<file path="src/rtl/cfg_xlate_pkg.sv">
package cfg_xlate_pkg;

  typedef enum logic {ST_IDLE = 1'b0, ST_BUSY = 1'b1} ctlState_t;

  typedef struct packed {
    logic loadIndex;
    logic launch;
  } ctlStrobe_t;

  // Build the flat configuration address from the index and window offset.
  function automatic logic [31:0] xlateAddr(input logic [31:0] idx, input logic [2:0] off);
    logic [31:0] res;
    logic [4:0]  dev;
    logic        found;
    res   = '0;
    dev   = '0;
    found = 1'b0;
    if (idx[31]) begin
      res = idx | {30'b0, off[1:0]};
    end else if (idx[0]) begin
      res = {idx[31:3], off};
    end else begin
      for (int b = 30; b >= 11; b--) begin
        if (idx[b]) begin
          dev   = 5'(b - 11);
          found = 1'b1;
        end
      end
      res = {16'b0, dev, idx[10:8], idx[7:3], off};
      if (!found) res[31:11] = '1;
    end
    return res;
  endfunction

endpackage

</file>
<file path="src/rtl/cfg_xlate_ctrl.sv">
module cfg_xlate_ctrl
  import cfg_xlate_pkg::*;
(
  input  logic       clk,
  input  logic       rstN,
  input  logic       hostValid,
  input  logic       hostWrite,
  input  logic       hostSel,
  input  logic       idxWrOk,
  input  logic       cfgAck,
  output logic       hostReady,
  output logic       cfgReq,
  output ctlStrobe_t strobe
);

  ctlState_t state, stateNext;

  always_ff @(posedge clk) begin
    if (!rstN) state <= ST_IDLE;
    else       state <= stateNext;
  end

  logic idle;
  assign idle = (state == ST_IDLE);

  always_comb begin
    strobe.loadIndex = idle && hostValid && !hostSel && hostWrite && idxWrOk;
    strobe.launch    = idle && hostValid && hostSel;
    hostReady        = (idle && hostValid && !hostSel) || (!idle && cfgAck);
    cfgReq           = !idle;
    stateNext        = state;
    if (strobe.launch)     stateNext = ST_BUSY;
    else if (!idle && cfgAck) stateNext = ST_IDLE;
  end

endmodule

</file>
<file path="src/rtl/cfg_xlate_dpath.sv">
module cfg_xlate_dpath
  import cfg_xlate_pkg::*;
#(
  parameter int WIN_W = 12
) (
  input  logic             clk,
  input  logic             rstN,
  input  ctlStrobe_t       strobe,
  input  logic             hostSel,
  input  logic             hostWrite,
  input  logic [WIN_W-1:0] hostAddr,
  input  logic [3:0]       hostBe,
  input  logic [31:0]      hostWdata,
  input  logic [31:0]      cfgRdata,
  output logic             idxWrOk,
  output logic [31:0]      hostRdata,
  output logic             cfgWrite,
  output logic [31:0]      cfgAddr,
  output logic [3:0]       cfgBe,
  output logic [31:0]      cfgWdata
);

  logic [31:0] indexReg;
  logic        atZero;

  assign atZero  = (hostAddr == '0);
  assign idxWrOk = atZero && (hostBe == 4'hF);

  always_ff @(posedge clk) begin
    if (!rstN) begin
      indexReg <= '0;
      cfgWrite <= 1'b0;
      cfgAddr  <= '0;
      cfgBe    <= '0;
      cfgWdata <= '0;
    end else begin
      if (strobe.loadIndex) indexReg <= hostWdata;
      if (strobe.launch) begin
        cfgWrite <= hostWrite;
        cfgAddr  <= xlateAddr(indexReg, hostAddr[2:0]);
        cfgBe    <= hostBe;
        cfgWdata <= hostWdata;
      end
    end
  end

  always_comb begin
    if (hostSel)     hostRdata = cfgRdata;
    else if (atZero) hostRdata = indexReg;
    else             hostRdata = '0;
  end

endmodule

</file>
<file path="src/rtl/cfg_irq_swizzle.sv">
module cfg_irq_swizzle #(
  parameter int NUM_SLOTS = 4,
  parameter int FIRST_DEV = 11
) (
  input  logic [4*NUM_SLOTS-1:0] slotIrq,
  output logic [3:0]             irqOut
);

  localparam int LANES = 4;

  logic [NUM_SLOTS-1:0] laneHits [LANES];

  for (genvar k = 0; k < LANES; k++) begin : g_lane
    for (genvar s = 0; s < NUM_SLOTS; s++) begin : g_slot
      // Pin p of slot s lands on lane k when (p + dev) mod 4 == k.
      localparam int PIN = (k - ((FIRST_DEV + s) % LANES) + LANES) % LANES;
      assign laneHits[k][s] = slotIrq[LANES*s + PIN];
    end
    assign irqOut[k] = |laneHits[k];
  end

endmodule

</file>
<file path="src/rtl/cfg_xlate_bridge.sv">
module cfg_xlate_bridge
  import cfg_xlate_pkg::*;
#(
  parameter int WIN_W     = 12,
  parameter int NUM_SLOTS = 4,
  parameter int FIRST_DEV = 11
) (
  input  logic                   clk,
  input  logic                   rstN,
  input  logic                   hostValid,
  input  logic                   hostWrite,
  input  logic                   hostSel,
  input  logic [WIN_W-1:0]       hostAddr,
  input  logic [3:0]             hostBe,
  input  logic [31:0]            hostWdata,
  output logic                   hostReady,
  output logic [31:0]            hostRdata,
  output logic                   cfgReq,
  output logic                   cfgWrite,
  output logic [31:0]            cfgAddr,
  output logic [3:0]             cfgBe,
  output logic [31:0]            cfgWdata,
  input  logic                   cfgAck,
  input  logic [31:0]            cfgRdata,
  input  logic [4*NUM_SLOTS-1:0] slotIrq,
  output logic [3:0]             irqOut
);

  ctlStrobe_t strobe;
  logic       idxWrOk;

  cfg_xlate_ctrl ctlI (
    .clk       (clk),
    .rstN      (rstN),
    .hostValid (hostValid),
    .hostWrite (hostWrite),
    .hostSel   (hostSel),
    .idxWrOk   (idxWrOk),
    .cfgAck    (cfgAck),
    .hostReady (hostReady),
    .cfgReq    (cfgReq),
    .strobe    (strobe)
  );

  cfg_xlate_dpath #(.WIN_W(WIN_W)) dpI (
    .clk       (clk),
    .rstN      (rstN),
    .strobe    (strobe),
    .hostSel   (hostSel),
    .hostWrite (hostWrite),
    .hostAddr  (hostAddr),
    .hostBe    (hostBe),
    .hostWdata (hostWdata),
    .cfgRdata  (cfgRdata),
    .idxWrOk   (idxWrOk),
    .hostRdata (hostRdata),
    .cfgWrite  (cfgWrite),
    .cfgAddr   (cfgAddr),
    .cfgBe     (cfgBe),
    .cfgWdata  (cfgWdata)
  );

  cfg_irq_swizzle #(.NUM_SLOTS(NUM_SLOTS), .FIRST_DEV(FIRST_DEV)) swzI (
    .slotIrq (slotIrq),
    .irqOut  (irqOut)
  );

endmodule

</file>
<file path="config.mk">
export PLATFORM = sky130hd
export DESIGN_NAME = cfg_xlate_bridge
export DESIGN_NICKNAME = d
export VERILOG_FILES = /design/src/rtl/cfg_xlate_pkg.sv /design/src/rtl/cfg_xlate_ctrl.sv /design/src/rtl/cfg_xlate_dpath.sv /design/src/rtl/cfg_irq_swizzle.sv /design/src/rtl/cfg_xlate_bridge.sv
export SDC_FILE = /design/constraint.sdc
export NUM_CORES = 1
export LEC_CHECK = 0
export ABC_CLOCK_PERIOD_IN_PS = 1700
export BUFFER_PORTS_ARGS = -buffer_cell sky130_fd_sc_hd__buf_4
export CAP_MARGIN = 40
export CELL_PAD_IN_SITES_DETAIL_PLACEMENT = 0
export CELL_PAD_IN_SITES_GLOBAL_PLACEMENT = 1
export CORE_MARGIN = 4
export CORE_UTILIZATION = 33
export DETAILED_ROUTE_END_ITERATION = 10
export GPL_ROUTABILITY_DRIVEN = 0
export PLACE_DENSITY_LB_ADDON = 0.1
export REMOVE_ABC_BUFFERS = 1
export SYNTH_ARGS = -nofsm -noshare
export SYNTH_HDL_FRONTEND = slang
export SYNTH_SLANG_ARGS = --single-unit
</file>
<file path="constraint.sdc">
create_clock -name clk -period 1.7 [get_ports clk]
set_input_delay 0 -clock clk [delete_from_list [all_inputs] [get_ports clk]]
set_output_delay 0 -clock clk [all_outputs]
set_load 0.05 [all_outputs]
</file>
==> qor.csv <==
metric,value,unit
outcome,completed,
maximum vdd ir drop,0.397,mV
max cap viols,0,
Setup Slack @ Placement,-0.0211,ns
layout cell share with drive strength beyond 1,33.3,%
Fin. Hold Viols,0,
largest net degree at the start of global routing,47,
# IOs,209,
Via Count,4792,
Cells after Synth,547,
Critical Path Fanout Max,15,
DR WL/cell,15.5,µm
slew at the pin with the worst max-slew slack,0.442,ns
Die ar.,15500,µm²
Post-Syn Area,4470,µm²
Synth Flop Type,dfxtp_1,
met2 Use GR,31.4,%
R2R cell count,6,
Max Slew Vio Count,0,
CTS H-Tree Depth,3,
"Clk pin slew, worst setup/hold paths",0.07,ns
Inst Count DP,921,
Fill cells,1302,
core area,13200,µm²
final instance area,7100,µm²
TritonCTS clock tree,yes,
DR vias/cell,4.90,
n_diodes,0,
met3 GRT Util,5.19,%
"Data required, critical path",1.98,ns
Sink Count,102,
first-pass GRT wire length,24600,µm
DRT iter0 DRCs,160,
ys async rst share,0,%
root buffer cell,clkbuf_16,
worst hold stages,4,
hold crit path type,in -> reg,
nets,899,
worst r2r dst,dpI.cfgAddr[17]$_SDFFE_PN0P_,
number of synthesized flops with an enable pin,0,
"commonest non-fill, non-tap cell in the layout",buf_4,
Avg Inst Size Synth,8.18,µm²
Seq. cell area,2040,µm²
Worst Path Arrival,1.84,ns
Power per Cell Area,839,nW/µm²
clk buf depth,2,
drt drc,0,
Final ANT Viol Nets,0,
initial cell density of the core,33.8,%
min Tclk post-route,1.57,ns
CP startpoint,dpI.indexReg[15]$_SDFFE_PN0P_,
Cell Rows,42,
Reg2Reg Setup Slack,0.13,ns
cts bufs inserted,9,
most frequent cells in the layout,"buf_4, nand2_1, dfxtp_1, a21boi_0, a21oi_1",
Fin Setup TNS,0,ns
Leak Pwr,3.09,nW
Fmax,638,MHz
chip width,124,µm
met1 GRT Util,24.3,%
Setup crit start kind,flip-flop,
final wirelength,15200,µm
r2r startpoint,dpI.indexReg[15]$_SDFFE_PN0P_,
Setup WS post-layout,0.133,ns
DP HPWL,10900,µm
port bufs,208,
"non-filler cells, final",978,
Die Ht,124,µm
number of global-route vias before repair,4824,
latest clock arrival within the worst-skew pair,0.35,ns
CP Capture Type,flip-flop,
YS warnings,0,
Setup Skew,0.00707,ns
Top Usage Layer GRT,met2,
initial antenna violation count,0,
"Seq/Total Area, Yosys",45.7,%
TritonRoute pass-1 iters,4,
Rel. slew slack,70.3,%
Total Routing Usage GR,19.4,%
Netlist cell types,36,
RSZ-0062 raised after global routing,false,
#FFs+latches synth,102,
Setup Viol. Count Final,0,
Layout area overhead,58.9,%
area occupied by multi-input gates,2230,µm²
crit path kind,reg -> reg,
total gr overflow,0,
area of placed instances,6350,µm²
CP endpoint,dpI.cfgAddr[17]$_SDFFE_PN0P_,
post-route clock period utilization,92.2,%
synthesized netlist by cell type (2+ instances only):
library cell / instances / area (µm²)
nand2_1: 159 / 597
dfxtp_1: 102 / 2040
a21boi_0: 48 / 360
a21oi_1: 44 / 220
a22o_1: 33 / 289
clkbuf_1: 32 / 120
a21boi_1: 30 / 225
o21ai_0: 22 / 110
nor2_1: 12 / 45.0
buf_2: 6 / 30.0
nor4_1: 6 / 37.5
inv_1: 5 / 18.8
nor3_1: 5 / 25.0
or4_1: 5 / 37.5
buf_6: 4 / 45.0
and4_1: 3 / 26.3
nand4_1: 3 / 18.8
nor4_2: 3 / 37.5
o211a_1: 3 / 30.0
buf_4: 2 / 15.0
nand3_1: 2 / 10.0
nor2b_1: 2 / 12.5
o211ai_1: 2 / 15.0
o41ai_1: 2 / 17.5
repair_timing:
action / CTS / global route
pin swaps: 0 / 1
hold buffers: 40 / 0
resized for setup: 1 / 3
endpoints found under the hold margin: 72 / 0
setup buffers: 0 / 1
setup endpoints to repair: 10 / 16
worst min path at each step:
stage,startpoint,end,slack (ns)
finish,hostAddr[2],dpI.cfgAddr[2]$_SDFFE_PN0P_,0.02
global route,hostAddr[2],dpI.cfgAddr[2]$_SDFFE_PN0P_,0.03
CTS,hostAddr[2],dpI.cfgAddr[2]$_SDFFE_PN0P_,0.02
detailed placement,hostWdata[5],dpI.indexReg[5]$_SDFFE_PN0P_,0.27
global placement,hostWdata[1],dpI.indexReg[1]$_SDFFE_PN0P_,0.26
floorplan,rstN,dpI.cfgAddr[0]$_SDFFE_PN0P_,0.13
worst max-delay path: stages, from the launching register on:
cell	delay [ns]
dfxtp_1	0.32
nor4_2	0.28
buf_4	0.17
nand4_1	0.16
nor2_2	0.20
nand2_4	0.16
a21oi_1	0.19
routing by layer:
layer,up-vias,routed length [µm]
met2,143,7140
met5,-,0
li1,2398,-
met1,2229,6720
met3,22,934
met4,0,399
sequential cells by signal, indices dropped and copies added (netlist names):
signal / flops
dpI.cfgAddr: 32
dpI.cfgWdata: 32
dpI.indexReg: 32
dpI.cfgBe: 4
ctlI.cfgReq: 1
dpI.cfgWrite: 1
layout make-up:
cell class / count / share of cell area, %
Tap cell: 176 / 3.10
Inverter: 5 / 0.264
Timing Repair Buffer: 283 / 32.0
Multi-Input combinational cell: 396 / 31.4
Clock inverter: 4 / 0.986
Sequential cell: 102 / 28.7
Clock buffer: 12 / 3.47
power breakdown:
group	internal (mW)	switching, mW
Combinational	0.493	0.732
Clock	1.33	0.890
Sequential	2.47	0.0434
Total	4.29	1.67
logic make-up (layout without fill, tap and decap cells):
kind of cell / count (synthesis) / count (layout) / synth area share, %
and+or+nand+nor: 207 / 207 / 20.0
muxes: 1 / 1 / 0.224
DFF: 102 / 102 / 45.7
buffers and inverters: 49 / 304 / 5.12
AOI/OAI and AO/OA: 188 / 188 / 29.0
through the flow:
stage / power (mW) / utilization (%) / hold slack, ns
floorplan: 3.21 / - / 0.133
global placement: 3.72 / 48.0 / 0.258
detailed placement: 3.73 / 48.0 / 0.266
CTS: 6.03 / 53.4 / 0.0170
global route: 6.21 / 53.6 / 0.0339
finish: 5.96 / 53.6 / 0.0196
No activity file was read; power rests on OpenSTA's default activity.
